===== config.mk =====
export PLATFORM = sky130hd
export DESIGN_NAME = uart_ser_tx
export DESIGN_NICKNAME = d
export VERILOG_FILES = /design/src/rtl/uart_tx_pkg.sv /design/src/rtl/uart_tx_rst_sync.sv /design/src/rtl/uart_tx_hold_fifo.sv /design/src/rtl/uart_tx_framer.sv /design/src/rtl/uart_ser_tx.sv
export SDC_FILE = /design/constraint.sdc
export NUM_CORES = 1
export LEC_CHECK = 0
export BUFFER_PORTS_ARGS = -buffer_cell sky130_fd_sc_hd__buf_4
export CORE_ASPECT_RATIO = 1.4
export CORE_MARGIN = 1
export CORE_UTILIZATION = 50
export DETAILED_ROUTE_END_ITERATION = 10
export HOLD_SLACK_MARGIN = 0.12
export PLACE_DENSITY_LB_ADDON = 0.1
export SLEW_MARGIN = 15
export SYNTH_ARGS = -nofsm -noshare
export SYNTH_HDL_FRONTEND = slang
export SYNTH_SLANG_ARGS = --single-unit

===== constraint.sdc =====
create_clock -name clk -period 2.5 [get_ports clk]
set_input_delay 0.125 -clock clk [delete_from_list [all_inputs] [get_ports clk]]
set_output_delay 0.125 -clock clk [all_outputs]
set_load 0.02 [all_outputs]

===== src/rtl/uart_tx_pkg.sv =====
package uart_tx_pkg;

  typedef enum logic [2:0] {
    ST_IDLE  = 3'd0,
    ST_START = 3'd1,
    ST_DATA  = 3'd2,
    ST_PAR   = 3'd3,
    ST_STOP  = 3'd4
  } tx_state_e;

  typedef struct packed {
    logic [1:0] len_code;
    logic       par_en;
    logic       par_odd;
    logic       stop_two;
  } frame_cfg_t;

endpackage


===== src/rtl/uart_tx_rst_sync.sv =====
module uart_tx_rst_sync #(
  parameter int STAGES = 2
) (
  input  logic clk,
  input  logic rst_n,
  output logic rst_s_n
);
  logic [STAGES-1:0] sync_q;

  always_ff @(posedge clk or negedge rst_n) begin
    if (!rst_n) sync_q <= '0;
    else        sync_q <= {sync_q[STAGES-2:0], 1'b1};
  end

  assign rst_s_n = sync_q[STAGES-1];
endmodule


===== src/rtl/uart_tx_hold_fifo.sv =====
module uart_tx_hold_fifo #(
  parameter int DATA_W = 8,
  parameter int DEPTH  = 16,
  localparam int AW    = $clog2(DEPTH),
  localparam int CW    = $clog2(DEPTH + 1)
) (
  input  logic              clk,
  input  logic              rst_n,
  input  logic              fifo_mode,
  input  logic              push_req,
  input  logic [DATA_W-1:0] push_data,
  input  logic              pop,
  output logic [DATA_W-1:0] head,
  output logic              empty,
  output logic              full,
  output logic [CW-1:0]     count
);
  logic [DATA_W-1:0] mem_q [DEPTH];
  logic [AW-1:0]     wr_q, wr_d, rd_q, rd_d;
  logic [CW-1:0]     cnt_q, cnt_d;
  logic [CW-1:0]     cap;
  logic              push;

  assign cap   = fifo_mode ? CW'(DEPTH) : CW'(1);
  assign full  = (cnt_q >= cap);
  assign empty = (cnt_q == '0);
  assign push  = push_req && !full;
  assign head  = mem_q[rd_q];
  assign count = cnt_q;

  always_comb begin
    wr_d  = wr_q;
    rd_d  = rd_q;
    cnt_d = cnt_q;
    if (push) wr_d = (wr_q == AW'(DEPTH - 1)) ? '0 : wr_q + 1'b1;
    if (pop)  rd_d = (rd_q == AW'(DEPTH - 1)) ? '0 : rd_q + 1'b1;
    case ({push, pop})
      2'b10:   cnt_d = cnt_q + 1'b1;
      2'b01:   cnt_d = cnt_q - 1'b1;
      default: cnt_d = cnt_q;
    endcase
  end

  always_ff @(posedge clk or negedge rst_n) begin
    if (!rst_n) begin
      wr_q  <= '0;
      rd_q  <= '0;
      cnt_q <= '0;
    end else begin
      wr_q  <= wr_d;
      rd_q  <= rd_d;
      cnt_q <= cnt_d;
    end
  end

  always_ff @(posedge clk) begin
    if (push) mem_q[wr_q] <= push_data;
  end
endmodule


===== src/rtl/uart_tx_framer.sv =====
module uart_tx_framer
  import uart_tx_pkg::*;
#(
  parameter int DATA_W = 8,
  parameter int TPB    = 16,
  localparam int CNT_W = $clog2(2 * TPB),
  localparam int BIT_W = $clog2(DATA_W)
) (
  input  logic              clk,
  input  logic              rst_n,
  input  logic              tick,
  input  logic              can_start,
  input  logic [DATA_W-1:0] ld_data,
  input  frame_cfg_t        cfg_in,
  output logic              pop,
  output logic              line,
  output logic              busy
);
  localparam logic [CNT_W:0] STOP_ONE  = (CNT_W + 1)'(TPB);
  localparam logic [CNT_W:0] STOP_HALF = (CNT_W + 1)'(TPB + TPB / 2);
  localparam logic [CNT_W:0] STOP_TWO  = (CNT_W + 1)'(2 * TPB);

  tx_state_e         state_q, state_d;
  logic [CNT_W-1:0]  cnt_q, cnt_d;
  logic [BIT_W-1:0]  bit_q, bit_d;
  logic [DATA_W-1:0] sh_q, sh_d;
  logic              par_q, par_d;
  frame_cfg_t        cfg_q, cfg_d;

  logic              bit_end, stop_end, start_now, ld_par;
  logic [BIT_W-1:0]  last_idx;
  logic [CNT_W:0]    stop_len;

  assign bit_end  = (cnt_q == CNT_W'(TPB - 1));
  assign last_idx = BIT_W'(cfg_q.len_code) + BIT_W'(DATA_W - 4);

  always_comb begin
    if (!cfg_q.stop_two)             stop_len = STOP_ONE;
    else if (cfg_q.len_code == 2'd0) stop_len = STOP_HALF;
    else                             stop_len = STOP_TWO;
  end

  assign stop_end  = ({1'b0, cnt_q} == stop_len - 1'b1);
  assign start_now = tick && can_start &&
                     ((state_q == ST_IDLE) || ((state_q == ST_STOP) && stop_end));

  // parity over the selected data bits of the character being loaded
  always_comb begin
    ld_par = cfg_in.par_odd;
    for (int i = 0; i < DATA_W; i++) begin
      if (i <= int'(cfg_in.len_code) + DATA_W - 4) ld_par = ld_par ^ ld_data[i];
    end
  end

  always_comb begin
    state_d = state_q;
    cnt_d   = cnt_q;
    bit_d   = bit_q;
    sh_d    = sh_q;
    par_d   = par_q;
    cfg_d   = cfg_q;
    pop     = 1'b0;
    if (tick) begin
      cnt_d = cnt_q + 1'b1;
      case (state_q)
        ST_START: if (bit_end) begin
          state_d = ST_DATA;
          cnt_d   = '0;
          bit_d   = '0;
        end
        ST_DATA: if (bit_end) begin
          cnt_d = '0;
          sh_d  = sh_q >> 1;
          bit_d = bit_q + 1'b1;
          if (bit_q == last_idx) state_d = cfg_q.par_en ? ST_PAR : ST_STOP;
        end
        ST_PAR: if (bit_end) begin
          state_d = ST_STOP;
          cnt_d   = '0;
        end
        ST_STOP: if (stop_end) begin
          state_d = ST_IDLE;
          cnt_d   = '0;
        end
        default: cnt_d = '0;
      endcase
      if (start_now) begin
        state_d = ST_START;
        cnt_d   = '0;
        sh_d    = ld_data;
        par_d   = ld_par;
        cfg_d   = cfg_in;
        pop     = 1'b1;
      end
    end
  end

  always_ff @(posedge clk or negedge rst_n) begin
    if (!rst_n) begin
      state_q <= ST_IDLE;
      cnt_q   <= '0;
      bit_q   <= '0;
      sh_q    <= '0;
      par_q   <= 1'b0;
      cfg_q   <= '0;
    end else begin
      state_q <= state_d;
      cnt_q   <= cnt_d;
      bit_q   <= bit_d;
      sh_q    <= sh_d;
      par_q   <= par_d;
      cfg_q   <= cfg_d;
    end
  end

  always_comb begin
    case (state_q)
      ST_START: line = 1'b0;
      ST_DATA:  line = sh_q[0];
      ST_PAR:   line = par_q;
      default:  line = 1'b1;
    endcase
  end

  assign busy = (state_q != ST_IDLE);
endmodule


===== src/rtl/uart_ser_tx.sv =====
module uart_ser_tx
  import uart_tx_pkg::*;
#(
  parameter int DATA_W     = 8,
  parameter int HOLD_DEPTH = 16,
  parameter int TPB        = 16,
  localparam int HCW       = $clog2(HOLD_DEPTH + 1)
) (
  input  logic              clk,
  input  logic              rst_n,
  input  logic              tick16,
  input  logic              wr_en,
  input  logic [DATA_W-1:0] wr_data,
  input  logic              fifo_mode,
  input  logic [1:0]        char_len,
  input  logic              parity_en,
  input  logic              parity_odd,
  input  logic              stop_two,
  input  logic              break_en,
  input  logic              loop_en,
  input  logic              cts_ok,
  output logic              txd,
  output logic              loop_tap,
  output logic              holding_full,
  output logic              holding_empty,
  output logic              shift_empty,
  output logic              tx_empty
);
  logic              rst_s_n;
  logic              pop, busy, line_raw, line_b, h_empty;
  logic [DATA_W-1:0] head;
  logic [HCW-1:0]    fifo_cnt;
  frame_cfg_t        cfg_now;

  uart_tx_rst_sync #(.STAGES(2)) rst_i (
    .clk(clk), .rst_n(rst_n), .rst_s_n(rst_s_n)
  );

  uart_tx_hold_fifo #(.DATA_W(DATA_W), .DEPTH(HOLD_DEPTH)) hold_i (
    .clk(clk), .rst_n(rst_s_n), .fifo_mode(fifo_mode),
    .push_req(wr_en), .push_data(wr_data), .pop(pop),
    .head(head), .empty(h_empty), .full(holding_full), .count(fifo_cnt)
  );

  assign cfg_now = '{len_code: char_len, par_en: parity_en,
                     par_odd: parity_odd, stop_two: stop_two};

  uart_tx_framer #(.DATA_W(DATA_W), .TPB(TPB)) framer_i (
    .clk(clk), .rst_n(rst_s_n), .tick(tick16),
    .can_start(!h_empty && cts_ok), .ld_data(head), .cfg_in(cfg_now),
    .pop(pop), .line(line_raw), .busy(busy)
  );

  assign line_b        = break_en ? 1'b0 : line_raw;
  assign loop_tap      = line_b;
  assign txd           = loop_en ? 1'b1 : line_b;
  assign holding_empty = h_empty;
  assign shift_empty   = !busy;
  assign tx_empty      = h_empty && !busy;
endmodule


==> impl_metrics.ini <==
[run_status]
status = complete, but fails checks
violations = setup timing

[power]
p_per_area_mw_per_mm2 = 1130
p_leak_uw = 0.00336
p_sw_frac = 0.319
pwr-share-seq = 0.353
peakVddDrop_uv = 639
clkPwrFrac = 0.258
p_comb_frac = 0.389
intPower_uw = 7070
power_uw = 10400
p_sw_uw = 3310

[floorplanning]
rows = 51
core-area_mm2 = 0.0140
die_h_um = 144
initial_utilization = 0.515
die-area_mm2 = 0.0150
boundaryPins = 27
dieWidth_um = 104

[synthesis]
ys_types = 45
synthArstFlopShare = 0.234
syn_nets = 495
ys_ff_latch = 167
synth.top_cell.area_share = 0.531
syn-cell-area_mm2 = 0.00724
ys_seq_area_frac = 0.666
yosys.area_share.simple = 0.0681
synth_ff_type = edfxtp_1
synth_top_family_by_area = multiplexers
synth_cells = 460
yosys_warnings = 0
yosys-top-cells-area = edfxtp_1 (53%), dfrtp_1 (13%), mux4_2 (6.5%)
synthXorXnorAreaFrac = 0.0235
synth_top_cell_by_area = edfxtp_1
synth_edf_count = 128
synthMuxAreaShare = 0.129
synthAdderAreaFrac = 0.0242
syn_avg_cell_area_um2 = 15.7
synth-compound-area-share = 0.0647

[clock_network]
insertion_delay_ps = 430
cts-buffers-inserted = 17
cts_htree_levels = 4
cts_buffer_depth = 2
clkTransAtPathRegs_ps = 70
cts_tree = built
clock_sinks = 167
cts_root_buffer = clkbuf_16

[timing]
fmax_ghz = 0.373
final-setup-viol-count = 2
slew-limit-headroom = 0.666
fin_skew_ps = 8.19
layout_min_cycle_time_ps = 2680
finalCritPeriodShare = 1.07
setup_ws_ps = -183
whs_ps = 151
worst_pin_slew_ps = 495
maxSlewViolCount = 0
rsz0062_at_grt = true
hold_viol = 0

[setup_path]
critPathLaunchType = flop
r2r_end = hold_i.count[3]
endpoint_kind = flop
timing.critical_path.from = framer_i.cfg_q[4]
reg2reg_slack_ps = -180
worstRegToRegCells = 14
crit_path_end = hold_i.count[3]
r2r_start = framer_i.cfg_q[4]
cp.arrival_ps = 3000
crit_type = flop to flop
critical_path_required_ps = 2820
path_max_fanout = 7

[finish]
n_antenna_cell = 0
nets = 592
area_growth_pct = 26.8
stdcell_area_mm2 = 0.00917
layout-drive-gt1-share = 0.328
final_util = 0.653

[flow_run]
cap_violations = 0

[global_route]
overflow = 0
grt_use_total = 0.217
antenna_found_initial = 0
grt_pass1_vias = 4304
grt_max_degree = 38
grt_first_pass_wirelength_mm = 23.4

[detailed_routing]
wl_mm = 14.8
drt_iter0_markers = 247
drc = 0
detail-route-antenna-nets = 0
via_per_inst = 5.56
num_vias = 4201
dr.pass1.iters = 4
wl_per_cell_um = 19.7

[place]
gp_congestion = 0.822
io_buffers = 26
place_area_mm2 = 0.00817
dp_hpwl_mm = 9.89

[worst_hold_path]
min_path_type = input pin to flop
==> metal layers <==
layer	GRT usage	routed length, um	up-vias
li1	-	-	1959
met1	0.245	5930	2143
met2	0.397	8250	76
met3	0.0415	323	23
met4	0.105	340	0
met5	0	0	-
==> layout by cell type, fill, tap and decap left out, drive strengths merged, types with 10 or more instances in the layout <==
cell           n
a22oi         13
o21ai         29
clkbuf        17
nor2          17
xnor2         10
a21oi         18
nand2         30
dlygate4sd3   15
mux4          33
buf           85
inv           25
ha            14
dfrtp         39
and2          18
edfxtp       128
==> flip-flops by register name, indices dropped and copies added, names as in the netlist <==
register,count
framer_i.cfg_q,4
hold_i.rd_q,4
framer_i.sh_q,8
hold_i.count,5
framer_i.bit_q,3
framer_i.par_q,1
rst_i.sync_q,2
framer_i.cnt_q,5
hold_i.mem_q,128
framer_i.state_q,3
hold_i.wr_q,4
==> metrics by stage <==
stage	setup WS, ps	cells	setup TNS (ps)
CTS	-148	751	-335
global placement	-78.4	700	-84.2
finish	-183	755	-293
floorplan	-279	460	-543
detailed placement	-144	700	-339
global route	-323	755	-906
==> synthesized netlist by cell type (2+ instances only) <==
library cell / instances
edfxtp_1: 128
dfrtp_1: 39
nand2_1: 30
o21ai_0: 29
mux4_2: 21
a21oi_1: 18
and2_1: 18
clkbuf_1: 17
nor2_1: 17
inv_1: 16
ha_1: 14
a22oi_1: 13
mux4_1: 12
xnor2_1: 9
mux2i_1: 8
nand3_1: 8
nor3_1: 8
mux2_2: 6
xor2_1: 6
nor3b_1: 5
nor2b_1: 4
a21o_1: 3
buf_2: 3
a211oi_1: 2
a22o_1: 2
nand3b_1: 2
o211ai_1: 2
o22ai_1: 2
or3_1: 2
==> how the worst min path moves through the flow <==
stage	start	endpoint	slack, ps	depth (start not counted)
after floorplan	rst_n	rst_i.sync_q[0]	-170	0
after CTS	wr_en	hold_i.wr_q[1]	170	4
after global placement	rst_n	rst_i.sync_q[0]	-90	1
final	wr_en	hold_i.wr_q[1]	150	4
after detailed placement	rst_n	rst_i.sync_q[0]	-90	1
after global routing	wr_en	hold_i.wr_q[1]	180	4
==> cell families (layout without fill, tap and decap cells) <==
kind of cell / Yosys count / count (layout)
XOR/XNOR: 17 / 17
flip-flops: 167 / 167
buffers and inverters: 38 / 148
AO/OA/AOI/OAI: 77 / 77
AND/OR/NAND/NOR: 99 / 99
other: 1 / 1
multiplexers: 47 / 47
adder cells (fa/ha/maj): 14 / 14
==> what timing repair did <==
item / in CTS / in global routing
gates resized for setup: 24 / 25
setup buffers: 3 / 6
pin swaps: 12 / 9
hold buffers: 15 / 0
endpoints found under the hold margin: 141 / 0
cloned: 1 / 0
setup endpoints to repair: 4 / 104
==> power groups by stage <==
stage          sequential [uW]  combinational [uW]  clock (uW)
2_1_floorplan             3640                2410           0
3_3_place_gp              3680                3440           0
3_5_place_dp              3700                3510           0
4_1_cts                   3660                3910        2730
5_1_grt                   3710                4400        2830
6_report                  3660                4050        2680
==> area by class of cell <==
type	count	area, um2
fillers	993	4860
flip-flops and latches	167	4820
multi-input cells	255	2410
repair buffers	100	1040
clock buffers	17	425
well taps	185	231
clock inverters	15	176
inverters	16	60.1
==> worst max-delay path, stage by stage, from the launching register on <==
cell and delay [ps]:
dfrtp_1 380, buf_6 120, o21ai_2 120, a21oi_1 70
o211ai_1 420, a211oi_4 140, ha_4 200, buf_4 130
buf_6 120, a21o_1 160, a22oi_1 180, nor2_1 90
a211oi_2 210, nor2_1 80, xor2_1 140
Note: power is estimated with default switching activity, not from simulation.
